## src/rtl/lnk_sta_clamp.sv

```systemverilog
module lnk_sta_clamp #(
  parameter int SPD_W = 4,
  parameter int WID_W = 6,
  parameter int STA_W = 16
) (
  input  logic             clk,
  input  logic             rst_n,
  input  logic             upd_i,
  input  logic             dn_ok_i,
  input  logic [WID_W-1:0] cap_wid_i,
  input  logic [SPD_W-1:0] cap_spd_i,
  input  logic [WID_W-1:0] dn_wid_i,
  input  logic [SPD_W-1:0] dn_spd_i,
  input  logic             ld_i,
  input  logic [STA_W-1:0] sta_din_i,
  output logic [STA_W-1:0] sta_o
);
  localparam int FLD_W = SPD_W + WID_W;
  localparam logic [WID_W-1:0] WID_X1 = WID_W'(1);
  localparam logic [SPD_W-1:0] SPD_MIN = SPD_W'(1);

  logic [WID_W-1:0] wid_new;
  logic [SPD_W-1:0] spd_new;
  logic [STA_W-1:0] base;
  logic [STA_W-1:0] sta_q;

  assign wid_new = !dn_ok_i               ? cap_wid_i :
                   (dn_wid_i > cap_wid_i) ? cap_wid_i :
                   (dn_wid_i == '0)       ? WID_X1    : dn_wid_i;

  assign spd_new = !dn_ok_i               ? cap_spd_i :
                   (dn_spd_i > cap_spd_i) ? cap_spd_i :
                   (dn_spd_i == '0)       ? SPD_MIN   : dn_spd_i;

  assign base = ld_i ? sta_din_i : sta_q;

  always_ff @(posedge clk) begin
    if (!rst_n)
      sta_q <= '0;
    else if (upd_i)
      sta_q <= {base[STA_W-1:FLD_W], wid_new, spd_new};
    else if (ld_i)
      sta_q <= sta_din_i;
  end

  assign sta_o = sta_q;
endmodule

```

## config.mk

```make
export PLATFORM = sky130hd
export DESIGN_NAME = lnk_sta_clamp
export DESIGN_NICKNAME = d
export VERILOG_FILES = /design/src/rtl/lnk_sta_clamp.sv
export SDC_FILE = /design/constraint.sdc
export NUM_CORES = 1
export LEC_CHECK = 0
export ABC_AREA = 1
export BUFFER_PORTS_ARGS = -buffer_cell sky130_fd_sc_hd__clkbuf_2
export CORE_ASPECT_RATIO = 1.75
export CORE_UTILIZATION = 40
export CTS_CLUSTER_DIAMETER = 50
export CTS_CLUSTER_SIZE = 8
export DETAILED_ROUTE_END_ITERATION = 16
export PLACE_DENSITY_LB_ADDON = 0.1
export SKIP_LAST_GASP = 1
export SLEW_MARGIN = 40
export SYNTH_ARGS = -nofsm -noshare
export SYNTH_HDL_FRONTEND = slang
export SYNTH_SLANG_ARGS = --single-unit
```

## constraint.sdc

```tcl
create_clock -name clk -period 1.39 [get_ports clk]
set_input_delay 0.0695 -clock clk [delete_from_list [all_inputs] [get_ports clk]]
set_output_delay 0.0695 -clock clk [all_outputs]
set_load 0.01 [all_outputs]
```

==> impl_metrics.tcl <==
set metrics [dict create \
    status "completed" \
    crit_required_ns 1.57 \
    final_nets 293 \
    netlist_instances 187 \
    ys_ff_latch 16 \
    clk_latency_ns 0.24 \
    p_total_mw 1.27 \
    drc 0 \
    finalHoldViolCount 0 \
    yosysMostFrequentCell "nand3_1" \
    dpl.hpwl_um 2150 \
    grt_pass1_wl_um 4300 \
    synth-main-ff-cell "dfxtp_1" \
    period_share 0.775 \
    port_buffers 56 \
    seq_area_sq_um 320 \
    maxSlewHeadroom 0.797 \
    instances_no_fill 268 \
    via_per_inst 4.69 \
    synth_top_cell_by_area "dfxtp_1" \
    die_width_um 43.2 \
    layout-drive-gt1-share 0.311 \
    synth_commonest_cells "nand3_1 (42), inv_1 (32), nand2_1 (31), dfxtp_1 (16), nor2_1 (13)" \
    yosys-top-cells-area "dfxtp_1 (27%), nand3_1 (18%), ha_1 (11%)" \
    critPathKind "in2reg" \
    grt_pass1_vias 1085 \
    max_freq_mhz 929 \
    finalCriticalPeriod_ns 1.08 \
    synth_edf_count 0 \
    syn_nets 238 \
    drt-initial-drc-count 14 \
    initial_core_util 0.431 \
    cts_resized 0 \
    yosysSeqAreaShare 0.270 \
    async_reset_ff_frac 0 \
    core-area_sq_mm 0.00275 \
    critPathSlowestCell "ha_1" \
    via_count 1256 \
    post_cts_buffers 0 \
    yosys_warnings 0 \
    finalClockSkew_ns 0 \
    htreeDepth 1 \
    clkTransAtPathRegs_ns 0.06 \
    rows 25 \
    cts_sinks 16 \
    slew_viol_final 0 \
    ant_nets 0 \
    antenna_found_initial 0 \
    diodes 0 \
    crit_fanout 7 \
    slowest_delay_ns 0.31 \
    drt-pass1-iter-count 4 \
    netlist_area_sq_mm 0.00119 \
    io_pins 57 \
    area_growth_pct 28.2 \
    cts_buffers 3 \
    cellLeakagePower_nw 0.905 \
    cap_violations 0 \
    dieArea_sq_mm 0.00320 \
    root_buffer "clkbuf_8" \
    grt_usage 0.169 \
    rsz0062_at_grt "false" \
    worstMarginPinSlew_ns 0.303 \
    routedWlPerCell_um 9.36 \
    startpoint_type "input port" \
    gp_congestion 0.778 \
    tritoncts "built" \
    synth_top_area_frac 0.270 \
    tns_ns 0 \
    crit_arrival_ns 1.25 \
    setup_viol 0 \
    drt_wl_total_um 2510 \
    crit_chain "clkbuf_2 > inv_1 > ha_1 > nand2_2 > inv_1 > nand2_1 > nand3_2 > nand2_4 > nand2_4 > nand2_1 > nand3_1 > a21oi_1" \
    holdBufCountCts 0 \
    placedCellCount 264 \
    power_density_mw_per_mm2 832 \
    peakVddDrop_mv 0.411 \
    hold_class "in2reg" \
    grt_start_max_net_pins 21 \
    clk_path_buf_depth 2 \
    fill_cells 293 \
    hold_ws_ns 0.0481 \
    gr-total-overflow 0 \
    multi_input_area_sq_um 673 \
    die_y_um 74.0 \
    yosysUniqueCellTypes 20 \
    largest_reg_flops 16 \
    avgSynthCellArea_sq_um 6.34 \
    endpoint_kind "register" \
]
## stage by stage
| step | setup WS [ns] | util | cell area [sq um] |
|---|---|---|---|
| floorplan | 0.262 | - | 1190 |
| global placement | 0.0589 | 0.532 | 1470 |
| detailed placement | 0.0498 | 0.532 | 1470 |
| CTS | 0.303 | 0.552 | 1520 |
| global route | 0.127 | 0.552 | 1520 |
| finish | 0.313 | 0.552 | 1520 |
## area by class of cell
class / count / share of cell area
Inverter: 40 / 0.0988
Sequential cell: 16 / 0.211
Multi-Input combinational cell: 124 / 0.443
Clock buffer: 4 / 0.0362
Timing Repair Buffer: 57 / 0.189
Tap cell: 27 / 0.0222
## worst max-delay path: cells and delay by family
family / cells / cell delay, ns
and+or+nand+nor: 7 / 0.56
AOI/OAI and AO/OA: 1 / 0.12
adders and majority gates: 1 / 0.31
buffers and inverters: 3 / 0.17
## final timing paths
kind | startpoint | end | slack (ns) | depth (start not counted)
setup / recovery | cap_wid_i[5] | sta_o[6] | 0.31 | 12
hold / removal | sta_din_i[15] | sta_o[15] | 0.05 | 3
setup reg to reg | sta_o[0] | sta_o[0] | 0.67 | 4
hold reg to reg | sta_o[14] | sta_o[14] | 0.49 | 2
## routing by layer
| layer | GRT usage | part of all wire | wire length (um) | up-vias |
|---|---|---|---|---|
| met2 | 0.308 | 0.52 | 1300 | 36 |
| met3 | 0.0291 | 0.052 | 130 | 2 |
| met1 | 0.189 | 0.42 | 1050 | 517 |
| met4 | 0.0707 | 0.012 | 29 | 0 |
| li1 | - | - | - | 701 |
| met5 | 0 | 0 | 0 | - |
## power by group
| part | switching, mW | total [mW] | internal [mW] | leakage (nW) |
|---|---|---|---|---|
| sequential | 0.0170 | 0.512 | 0.495 | 0.133 |
| combinational | 0.204 | 0.355 | 0.151 | 0.743 |
| clock | 0.148 | 0.399 | 0.251 | 0.0288 |
| total | 0.369 | 1.27 | 0.897 | 0.905 |
## logic make-up (layout without fill, tap and decap cells)
family | count (synthesis) | count (layout) | synth area share
fa+ha+maj | 10 | 10 | 0.105
simple gates | 93 | 93 | 0.372
flops | 16 | 16 | 0.270
buf+inv | 47 | 101 | 0.162
compound gates | 21 | 21 | 0.0897
## placed cells by master (no fill, tap or decap)
cell,instances
clkbuf_2,56
nand3_2,2
nor2_1,13
nand2_1,31
nand2_4,2
inv_2,7
a31oi_1,1
nand2_2,2
clkinv_1,1
buf_4,1
inv_1,32
dfxtp_1,16
nor2_4,1
o21ai_0,1
a21oi_1,12
nand3_1,42
clkbuf_8,4
ha_1,10
o21ai_1,7
(Power assumes the default switching activity.)
